### config.mk
export PLATFORM = sky130hd
export DESIGN_NAME = clkgate_bank
export DESIGN_NICKNAME = d
export VERILOG_FILES = /design/src/rtl/clkgate_pkg.sv /design/src/rtl/clkgate_sync.sv /design/src/rtl/clkgate_lane.sv /design/src/rtl/clkgate_bank.sv
export SDC_FILE = /design/constraint.sdc
export NUM_CORES = 1
export LEC_CHECK = 0
export BUFFER_PORTS_ARGS = -buffer_cell sky130_fd_sc_hd__buf_2
export CORE_MARGIN = 2
export CORE_UTILIZATION = 56
export DETAILED_ROUTE_END_ITERATION = 8
export PLACE_DENSITY = 0.77
export SYNTH_ARGS = -nofsm -noshare
export SYNTH_HDL_FRONTEND = slang
export SYNTH_SLANG_ARGS = --single-unit
### constraint.sdc
create_clock -name ref_clk -period 1.6 [get_ports ref_clk]
set_input_delay 0.32 -clock ref_clk [delete_from_list [all_inputs] [get_ports ref_clk]]
set_output_delay 0.32 -clock ref_clk [all_outputs]
set_load 0.02 [all_outputs]
### src/rtl/clkgate_pkg.sv
package clkgate_pkg;

    // Per-lane gating state
    typedef enum logic [1:0] {
        LANE_PARKED  = 2'd0,
        LANE_WAKE    = 2'd1,
        LANE_RUNNING = 2'd2
    } lane_state_t;

endpackage

### src/rtl/clkgate_sync.sv
module clkgate_sync #(
    parameter int   WIDTH   = 1,
    parameter int   STAGES  = 2,
    parameter logic RST_VAL = 1'b0
) (
    input  logic             clk_i,
    input  logic             arst_n,
    input  logic [WIDTH-1:0] d_i,
    output logic [WIDTH-1:0] q_o
);

    localparam int LAST = STAGES - 1;

    logic [WIDTH-1:0] stage_q [STAGES];

    // Falling-edge chain: every downstream change lands while the clock is low
    always_ff @(negedge clk_i or negedge arst_n) begin
        if (!arst_n) begin
            for (int s = 0; s < STAGES; s++) begin
                stage_q[s] <= {WIDTH{RST_VAL}};
            end
        end else begin
            stage_q[0] <= d_i;
            for (int s = 1; s < STAGES; s++) begin
                stage_q[s] <= stage_q[s-1];
            end
        end
    end

    assign q_o = stage_q[LAST];

endmodule

### src/rtl/clkgate_lane.sv
module clkgate_lane
    import clkgate_pkg::*;
(
    input  logic clk_i,
    input  logic rst_n,
    input  logic req_i,
    input  logic kill_i,
    output logic gck_o
);

    lane_state_t st_q;
    lane_state_t st_d;
    logic        gate_en_q;

    // Next-state decode
    always_comb begin
        st_d = st_q;
        unique case (st_q)
            LANE_PARKED:  if (req_i) st_d = LANE_WAKE;
            LANE_WAKE:    st_d = req_i ? LANE_RUNNING : LANE_PARKED;
            LANE_RUNNING: if (!req_i) st_d = LANE_PARKED;
            default:      st_d = LANE_PARKED;
        endcase
    end

    // State register, updated while the clock is low
    always_ff @(negedge clk_i or negedge rst_n) begin
        if (!rst_n) begin
            st_q <= LANE_PARKED;
        end else begin
            st_q <= st_d;
        end
    end

    // Output register: gate enable also moves only on the falling edge
    always_ff @(negedge clk_i or negedge rst_n) begin
        if (!rst_n) begin
            gate_en_q <= 1'b0;
        end else begin
            gate_en_q <= (st_d == LANE_RUNNING);
        end
    end

    assign gck_o = clk_i & gate_en_q & ~kill_i;


    parked_never_opens_chk: assert property (@(negedge clk_i) disable iff (!rst_n)
        (st_q == LANE_PARKED) |=> !gate_en_q);


    drop_closes_gate_chk: assert property (@(negedge clk_i) disable iff (!rst_n)
        ((st_q == LANE_RUNNING) && !req_i) |=> !gate_en_q);


    open_via_wake_chk: assert property (@(negedge clk_i) disable iff (!rst_n)
        $rose(gate_en_q) |-> ($past(st_q) == LANE_WAKE));

endmodule

### src/rtl/clkgate_bank.sv
module clkgate_bank #(
    parameter int N_OUT       = 6,
    parameter int SYNC_STAGES = 2
) (
    input  logic             ref_clk,
    input  logic             rst_n,
    input  logic             pwr_dn_n,
    input  logic [N_OUT-1:0] lane_en_pin,
    input  logic [N_OUT-1:0] lane_en_cfg,
    output logic [N_OUT-1:0] gck_o
);

    logic [N_OUT-1:0] req_raw;
    logic [N_OUT-1:0] req_sync;
    logic             kill;

    // Combine before synchronizing so a glitch of the AND is filtered too
    assign req_raw = lane_en_pin & lane_en_cfg;

    clkgate_sync #(
        .WIDTH  (N_OUT),
        .STAGES (SYNC_STAGES),
        .RST_VAL(1'b0)
    ) u_req_sync (
        .clk_i (ref_clk),
        .arst_n(rst_n),
        .d_i   (req_raw),
        .q_o   (req_sync)
    );

    // Kill: set at once by power-down, cleared through the stages on falling edges
    clkgate_sync #(
        .WIDTH  (1),
        .STAGES (SYNC_STAGES),
        .RST_VAL(1'b1)
    ) u_kill_sync (
        .clk_i (ref_clk),
        .arst_n(pwr_dn_n),
        .d_i   (1'b0),
        .q_o   (kill)
    );

    generate
        for (genvar i = 0; i < N_OUT; i++) begin : g_lane
            clkgate_lane u_lane (
                .clk_i (ref_clk),
                .rst_n (rst_n),
                .req_i (req_sync[i]),
                .kill_i(kill),
                .gck_o (gck_o[i])
            );
        end
    endgenerate


    pwrdn_forces_low_chk: assert property (@(negedge ref_clk) disable iff (!rst_n)
        !pwr_dn_n |-> (gck_o == '0));


    reset_quiet_chk: assert property (@(negedge ref_clk)
        !rst_n |-> (gck_o == '0));

endmodule

==> results.txt, run 1 <==
* Effective utilization at floorplan: 0.581
- Along the worst path, the maximum fanout reaches 3.
- Routed wirelength normalized by instance count: 11.6 µm
- Total global routing overflow: 0
* Routability-driven placement congestion ratio: 0.655
* Proportion of netlist area held by the largest area contributor: 0.672
* Post-synthesis area per instance: 14.5 µm²
- Std-Cell Rows: 16
* Antenna violations before repair: 0
* Post-synth top area cell: sky130_fd_sc_hd__dfrtn_1
* Final setup violation count: 13
* Via count: 609
- In this run the count of I/O pins placed on the die edge is 21.
- The final layout contains 123 nets.
* Final cell count without fillers: 136
- The count of buffers added on input and output ports is 20.
* Endpoint arrival time on the critical path: 2.25 ns
- Length of the first detailed-routing pass in iterations: 4
- Worst setup slack before clock tree synthesis: -0.368 ns
* Dpl cells: 119
- STA puts the critical path data required time at 1.28 ns.
- Max-cap violations in this run came to 0.
* Syn_nets: 92
- The floorplan step set the die height to 48.7 µm.
* Count of filler cells inserted in the layout: 154
- Clock slew at the register clock pins of the worst setup and hold paths: 0.06 ns
- In this run the worst setup path begins at u_kill_sync.q_o.
- By area the synthesized netlist is led by sky130_fd_sc_hd__dfrtn_1 (67%), sky130_fd_sc_hd__and2_1 (13%), sky130_fd_sc_hd__dfstp_2 (4.7%), sky130_fd_sc_hd__xor2_1 (4.7%), sky130_fd_sc_hd__buf_4 (4.0%).
* Startpoint of the worst-slack reg-to-reg timing path: g_lane[2].u_lane.st_q[0]
- For this run, design rule violations remaining after detail routing come to 0.
* Worst vdd rail ir drop: 0.000788 V
- Cell count after synthesis: 77
- TritonCTS built the clock tree.
- Failing checks: negative setup slack
- The die covers 0.00237 mm².
- The share of the Yosys chip area taken by registers is 0.719.
- Final slew viol count: 0
* Nature of the critical path endpoint: primary output
- With fillers left out, the area of the finished cells amounts to 0.00142 mm².
* ANT nets after route: 0
- The min-delay analysis places its worst path in the category flop to flop.
- The critical path is of the flop to primary output type.
- After layout, the design draws a total of 1.80 mW.
- Hold Fails Final Rpt: 0
* Most frequent standard cell in the layout excluding fill and tap cells: sky130_fd_sc_hd__dfrtn_1
* Sort of element at the start of the critical path: flop
* Total track usage: 0.188
* Violation count after the first detailed-routing iteration: 2
- After detailed routing, the number of vias per cell comes to 4.48.
- For this design the static power due to leakage is 0.752 nW.
* RSZ-0062 raised after global routing: yes
- Area of the core region: 0.00192 mm²
- Layout cell share with drive strength beyond 1: 0.404
- The number of antenna diodes in the final layout is 0.
- The flow ran to the end, but the final reports show violations.
- The first global-routing pass estimated 2830 µm of wire.
- DP HPWL: 933 µm
- Most used cells in the layout excluding fill and tap cells: sky130_fd_sc_hd__dfrtn_1 (30), sky130_fd_sc_hd__and2_1 (18), sky130_fd_sc_hd__buf_2 (14)
* Total Wirelength: 1570 µm
- The Yosys step of the flow raised 0 warnings.
* Synth-to-layout area growth: 26.8%
* Setup skew after layout: 0.00400 ns
- Post-route worst setup slack: -0.969 ns
* Clock latency of the later-clocked register in the worst-skew pair: 0.43 ns
- The number of global-route vias before repair came to 772.
- Synthesis instantiated 9 different standard cells from the library.
- Final Hold Slack: 0.294 ns
* Width of the die: 48.7 µm
- In this run, synthesis produced a sequential element count of 32.
- Once placement finished, the instance area stood at 0.00123 mm².
- The startpoint identified for the worst hold timing path is u_req_sync.stage_q[7].
- Areal power density over the cells: 1270 mW/mm²
- Post-synthesis cell area: 0.00112 mm²
- Entering global routing, the biggest net connects 31 pins.
worst max-delay path: stages (launching register included):
cell,delay (ns)
sky130_fd_sc_hd__dfstp_2,0.54
sky130_fd_sc_hd__nor2b_4,0.06
sky130_fd_sc_hd__buf_8,0.11
sky130_fd_sc_hd__and2_4,0.13
sky130_fd_sc_hd__buf_6,0.12
through the flow:
step,utilization,TNS (ns)
6_report,0.737,-5.80
5_1_grt,0.737,-6.20
4_1_cts,0.736,-6.05
3_5_place_dp,0.638,-2.21
3_3_place_gp,0.638,-2.19
2_1_floorplan,-,-2.14
report_power, final:
group	internal [mW]	switching [mW]	leakage [nW]
sequential	0.855	0.0199	0.420
combinational	0.0361	0.0298	0.177
clock	0.504	0.352	0.156
total	1.40	0.401	0.752
flip-flops by register name, summed over array words and instances (netlist names):
register and count:
g_lane.u_lane.st_q 12, u_req_sync.q_o 6, u_kill_sync.q_o 1, u_kill_sync.stage_q 1, u_req_sync.stage_q 6, g_lane.u_lane.gate_en_q 6
logic make-up after synthesis:
family / Yosys count / synth area share
flops: 32 / 0.719
xor+xnor: 6 / 0.0470
buf+inv: 7 / 0.0437
other cells: 1 / 0.00336
simple gates: 31 / 0.187
metal layers:
layer  track usage  up-vias  part of all wire
li1              -      290                 -
met1         0.146      282              0.38
met2         0.228       30              0.51
met3         0.182        7             0.076
met4         0.238        0             0.034
met5             0        -                 0
synthesized netlist by cell type (all sizes together):
cell type  count
conb           1
buf            6
nor2b          1
nor3b          6
and2          24
inv            1
dfrtn         30
dfstp          2
xor2           6
repair_timing:
| action | in CTS | in global routing |
|---|---|---|
| hold buffers | 0 | 0 |
| gates cloned | 0 | 0 |
| pin swaps | 3 | 3 |
| hold endpoints to repair | 0 | 0 |
| endpoints found under the setup margin | 13 | 13 |
| resized for setup | 20 | 2 |
| setup buffers | 0 | 0 |
final cells by class:
class                      count  area, µm²  area share
sequential                    32        803       0.567
multi-input combinational     38        280       0.198
clock buffer                  22        201       0.142
timing repair buffer          15       90.1      0.0636
tap                           27       33.8      0.0239
clock inverter                 2       7.51     0.00530
worst paths after layout:
kind | to | slack (ns) | cells after the start
min in group asynchronous | u_req_sync.q_o[1] | 0.51 | 2
max | gck_o[4] | -0.97 | 4
max reg2reg | g_lane[2].u_lane.st_q[1] | 0.76 | 2
min | u_req_sync.q_o[1] | 0.29 | 0
max in group asynchronous | u_req_sync.stage_q[7] | 0.90 | 2
min reg2reg | u_req_sync.q_o[1] | 0.29 | 0
Power figures use the tool's default switching activity.
==> inputs of run 2 (changes only) <==
--- a/config.mk
+++ b/config.mk
@@ -6,10 +6,12 @@
 export NUM_CORES = 1
 export LEC_CHECK = 0
 export BUFFER_PORTS_ARGS = -buffer_cell sky130_fd_sc_hd__buf_2
+export CELL_PAD_IN_SITES_DETAIL_PLACEMENT = 1
+export CELL_PAD_IN_SITES_GLOBAL_PLACEMENT = 1
 export CORE_MARGIN = 2
-export CORE_UTILIZATION = 56
+export CORE_UTILIZATION = 46
 export DETAILED_ROUTE_END_ITERATION = 8
-export PLACE_DENSITY = 0.77
+export PLACE_DENSITY = 0.78
 export SYNTH_ARGS = -nofsm -noshare
 export SYNTH_HDL_FRONTEND = slang
 export SYNTH_SLANG_ARGS = --single-unit
==> results.txt, run 2 (synthesis results as in run 1) <==
* Net switching component of the power: 425 µW
* ANT nets after route: 0
* Clock latency of the later-clocked register in the worst-skew pair: 0.50 ns
- STA puts the critical path data required time at 1.28 ns.
- CP max-delay cell: sky130_fd_sc_hd__dfstp_2
- Setup violations remaining at the end of the flow were counted as 13.
- Final hold analysis gives a worst-case slack of 0.296 ns.
- Vertical die dimension: 53.3 µm
- Layout Nets: 124
- DP HPWL: 1120 µm
- Endpoint arrival time on the critical path: 2.27 ns
- In this run the power density over the cells is 1290 mW/mm².
- For this block, the initial DRC count from the detailed router was 3.
- The initial antenna violation count came to 0.
- The number of antenna diodes in the final layout is 0.
- VDD sags by at most 0.000675 V.
- Setup repair after global routing could not meet its margin everywhere.
- Switching Fraction: 0.232
- Maximum Capacitance Violations: 0
* Wire length of the first global-routing pass: 3600 µm
* Destination of the critical timing path: gck_o[4]
- 21 I/O pins were placed.
* Nature of the critical path endpoint: primary output
* Final Core Density: 0.632
- The run finished, with violations left.
- Count of filler cells inserted in the layout: 240
- The region available for standard cell placement spans 0.00225 mm².
- The number of global-route vias before repair came to 803.
- Across every metal layer, demand over resource in global routing totals 0.222.
- Buffers placed on the I/O ports in this run total 20.
- On the critical path the largest part of the delay comes from flip-flops.
- In the final layout, the share of cells above drive strength 1 is 0.427.
* Post-route worst setup slack: -0.990 ns
- The share of total power dissipated in the clock network is 0.483.
- Failing checks: negative setup slack
- The floorplan step defined a die boundary enclosing 0.00284 mm².
- The worst register-to-register path has a setup slack of 0.71 ns.
* Largest Register: g_lane.u_lane.st_q
- Cell Area, Placed: 0.00123 mm²
* Worst Path Buf+Inv: 2
* Width of the die: 53.3 µm
- Setup TNS: -5.88 ns
- In this design, the stage delay of the slowest critical-path cell is 0.54 ns.
* Most used cells in the layout excluding fill and tap cells: sky130_fd_sc_hd__dfrtn_1 (30), sky130_fd_sc_hd__and2_1 (18), sky130_fd_sc_hd__buf_2 (14)
* Logic depth of the worst setup path including buffers: 4
* Ratio of routed vias to standard cells: 4.71
* Setup skew after layout: 0.00901 ns
- Largest net degree at the start of global routing: 31
- OpenSTA, run right after detailed placement, puts the worst setup slack at -0.372 ns.
* Total of hold buffers inserted after clock tree synthesis: 0
- Cell internal power was estimated by the tool at 1.41 mW.
- Synth-to-layout area growth: 27.5%
* Class of the most critical setup path: flop to primary output
- In this run the critical register-to-register path is launched from g_lane[0].u_lane.st_q[1].
- Drt drc: 0
- Total chip power: 1.83 mW
* Combinational share of power: 0.039
- After clock tree synthesis, the clock-pin slew on the worst setup and hold paths is 0.06 ns.
- The first detailed-routing pass took 3 iterations.
- Total Wirelength: 1980 µm
- The initial utilization of the core area, before any placement, comes to 0.496.
- In this run the worst path has a maximum fanout of 3.
- Summed over all cells, the static leakage comes to 0.762 nW.
* Total global routing overflow: 0
* Sort of element at the start of the critical path: flop
- Including well taps, the total number of placed cells is 120.
* Global-route track usage on met2: 0.272
- The congestion estimate from routability-driven global placement came to 0.650.
- Routed wirelength normalized by instance count: 14.4 µm
- Most frequent standard cell in the layout excluding fill and tap cells: sky130_fd_sc_hd__dfrtn_1
- In this run the critical register-to-register path is captured at g_lane[0].u_lane.gate_en_q.
* Global routing's busiest layer: met4
- Beginning of the critical path: u_kill_sync.q_o
* Cells traversed along the worst timing path: nor2b_4, clkbuf_8, and2_4, buf_6
- Std-Cell Rows: 17
* Worst reg-to-reg path cell count: 2
- Final slew viol count: 0
- The register with the most flip-flops in the layout has 12 of them.
- TritonCTS built the clock tree.
- Final cell count without fillers: 138
- Reg power frac: 0.479
- Worst min-delay path class: flop to flop
- For this run, global-route usage on met3 was measured as 0.175.
* Global-route met1 utilization: 0.181
* Cell area after layout: 0.00143 mm²
- Summing over every cut layer, the via total after detailed routing is 650.
- Hold Fails Final Rpt: 0
run 2: final cells by class:
class                   instances  area, µm²  area share
flip-flops and latches         32        803       0.564
repair buffers                 15       90.1      0.0632
clock inverters                 4       16.3      0.0114
well taps                      28       35.0      0.0246
multi-input cells              38        280       0.197
clock buffers                  21        200       0.140
run 2: timing repair:
action | in CTS | in global routing
pin swaps | 6 | 0
endpoints found under the setup margin | 13 | 13
gates resized for setup | 20 | 1
setup buffers | 0 | 0
endpoints found under the hold margin | 0 | 0
cloned | 0 | 0
run 2: power by group through the flow:
stage | Sequential (mW) | Clock (mW) | Combinational, mW
floorplan | 0.883 | 0.0757 | 0.0276
global placement | 0.885 | 0.0671 | 0.0646
detailed placement | 0.890 | 0.0671 | 0.0693
CTS | 0.878 | 0.907 | 0.0724
global route | 0.883 | 1.03 | 0.0808
finish | 0.877 | 0.885 | 0.0707
run 2: how the worst min path moves through the flow:
stage / start / to / cells after the start
final: u_req_sync.stage_q[10] / u_req_sync.q_o[4] / 0
after global routing: u_req_sync.stage_q[10] / u_req_sync.q_o[4] / 0
after CTS: u_req_sync.stage_q[10] / u_req_sync.q_o[4] / 0
after detailed placement: u_req_sync.stage_q[10] / u_req_sync.q_o[4] / 0
after global placement: u_req_sync.stage_q[7] / u_req_sync.q_o[1] / 0
after floorplan: u_req_sync.stage_q[6] / u_req_sync.q_o[0] / 0
run 2: routing by layer:
| layer | share of wire | up-vias |
|---|---|---|
| li1 | - | 295 |
| met1 | 0.35 | 320 |
| met2 | 0.56 | 27 |
| met3 | 0.063 | 8 |
| met4 | 0.025 | 0 |
| met5 | 0 | - |
==> inputs of run 3 (changes only) <==
--- a/config.mk
+++ b/config.mk
@@ -11,6 +11,7 @@
 export CORE_MARGIN = 2
 export CORE_UTILIZATION = 46
 export DETAILED_ROUTE_END_ITERATION = 8
+export GPL_TIMING_DRIVEN = 0
 export PLACE_DENSITY = 0.78
 export SYNTH_ARGS = -nofsm -noshare
 export SYNTH_HDL_FRONTEND = slang
==> results.txt, run 3 (synthesis results as in run 1) <==
- The flow ran to the end, but the final reports show violations.
- Failing checks: negative setup slack
- CTS tree: done
* RSZ-0062 raised after global routing: yes
- Total global routing overflow: 0
* Cell Area, Placed: 0.00127 mm²
- Count of input and output buffers: 20
* Worst min-delay path class: flop to flop
- Data arrives at the worst endpoint at 2.22 ns.
* Areal power density over the cells: 1260 mW/mm²
- Width of the die: 53.3 µm
- Hold_sp: u_req_sync.stage_q[6]
- The register with the most flip-flops in the layout has 12 of them.
* Number of placed I/O pins: 21
- Across the routed clock network, the largest skew measured is 0.00256 ns.
* Antenna violations before repair: 0
* Final setup violation count: 13
- Final Core Density: 0.615
* Effective utilization at floorplan: 0.496
- Excluding fillers, the count of instances in the completed layout stands at 136.
* Via count: 627
- Post-route worst setup slack: -0.941 ns
- Largest Register: g_lane.u_lane.st_q
- Maximum Capacitance Violations: 0
* Wire length of the first global-routing pass: 2730 µm
- Dpl cells: 125
* Layout Nets: 123
- The die is 53.3 µm tall.
- Summed over all nets, the half-perimeter wirelength after detailed placement is 1120 µm.
- In the final layout, the share of cells above drive strength 1 is 0.407.
- Routed wirelength normalized by instance count: 11.9 µm
- For this run, the total global-route usage over all layers was measured as 0.168.
- Length of the first detailed-routing pass in iterations: 2
- Worst R2R Setup Slack: 0.75 ns
- Total leakage power: 0.742 nW
* Antenna cell count: 0
* Total Wirelength: 1620 µm
- Number of cells traversed by the worst hold path: 0
- At the placement stage, the worst setup path has a slack of -0.480 ns.
- The die covers 0.00284 mm².
* Worst vdd rail ir drop: 0.000732 V
- Relative max-transition margin: 0.578
- Cell area after layout: 0.00139 mm²
* Area of the core region: 0.00225 mm²
* R2r endpoint: g_lane[5].u_lane.gate_en_q
- For this design, the CTS-stage hold fixing added 0 buffers.
* Worst Hold Endpoint: u_req_sync.q_o[0]
* Largest driver fanout on the critical path: 3
- Total chip power: 1.75 mW
* Violation count after the first detailed-routing iteration: 2
* Class of the most critical setup path: flop to primary output
- Hold timing on the final database bottoms out at a slack of 0.299 ns.
- Leaving out fill and tap cells, the most frequent cell in the layout is sky130_fd_sc_hd__dfrtn_1.
- Hold Fails Final Rpt: 0
- Worst reg-to-reg path cell count: 2
- The floorplan has 17 rows.
- Entering global routing, the biggest net connects 31 pins.
- The worst setup path is launched from a flop.
- Routability-driven placement congestion ratio: 0.628
* Ratio of routed vias to standard cells: 4.61
- STA classifies the critical path endpoint as a primary output.
- Clock latency of the later-clocked register in the worst-skew pair: 0.43 ns
- After detailed routing, the number of remaining DRC violations is 0.
* Clock slew at the register clock pins of the worst setup and hold paths: 0.06 ns
* Synth-to-layout area growth: 24.2%
- The number of slew-limit violations in the final report is 0.
- Startpoint of the worst-slack reg-to-reg timing path: g_lane[5].u_lane.st_q[0]
* Beginning of the critical path: u_kill_sync.q_o
- Required time reported for the critical path endpoint: 1.28 ns
- ANT nets after route: 0
- Slew of the pin with the lowest slew margin: 0.633 ns
* Vias in the first global route: 759
* Setup TNS: -5.64 ns
- In the layout the commonest cells are sky130_fd_sc_hd__dfrtn_1 (30), sky130_fd_sc_hd__and2_1 (18), sky130_fd_sc_hd__buf_2 (14).
==> run 3: cell types whose count changed in the layout (fill, tap and decap cells not counted), sizes merged <==
cell,change
clkbuf,-1
clkinv,-1
==> run 3: worst max-delay path by stage <==
stage | depth (start not counted) | to | slack (ns)
final | 4 | gck_o[0] | -0.94
after global routing | 4 | gck_o[5] | -1.01
after detailed placement | 4 | gck_o[0] | -0.48
after global placement | 4 | gck_o[0] | -0.48
after floorplan | 3 | gck_o[0] | -0.36
after CTS | 5 | gck_o[4] | -1.10
==> run 3: per-layer routing <==
layer / wire [µm] / global-route usage / share of wire / up-vias
li1: - / - / - / 291
met4: 46 / 0.299 / 0.028 / 0
met5: 0 / 0.0476 / 0 / -
met1: 571 / 0.117 / 0.35 / 306
met3: 120 / 0.102 / 0.074 / 6
met2: 880 / 0.218 / 0.54 / 24
==> run 3: repair_timing <==
action | CTS | global route
setup endpoints to repair | 13 | 13
gates resized for setup | 21 | 1
hold endpoints to repair | 0 | 0
pin swaps | 5 | 1
buffers inserted | 1 | 0
==> run 3: final cells by class <==
cell class              instances  area [µm²]
fillers                       225         867
flip-flops and latches         32         803
multi-input cells              38         280
clock buffers                  21         188
repair buffers                 14        70.1
well taps                      28        35.0
clock inverters                 3        11.3
==> run 3: critical path, stage by stage, from the launching register on <==
cell                      delay (ns)
sky130_fd_sc_hd__dfstp_2        0.53
sky130_fd_sc_hd__nor2b_4        0.05
sky130_fd_sc_hd__buf_6          0.11
sky130_fd_sc_hd__and2_4         0.13
sky130_fd_sc_hd__buf_6          0.12
==> run 3: report_power, final <==
group,switching [mW],internal (mW)
clock,0.350,0.465
combinational,0.0295,0.0310
sequential,0.0205,0.855
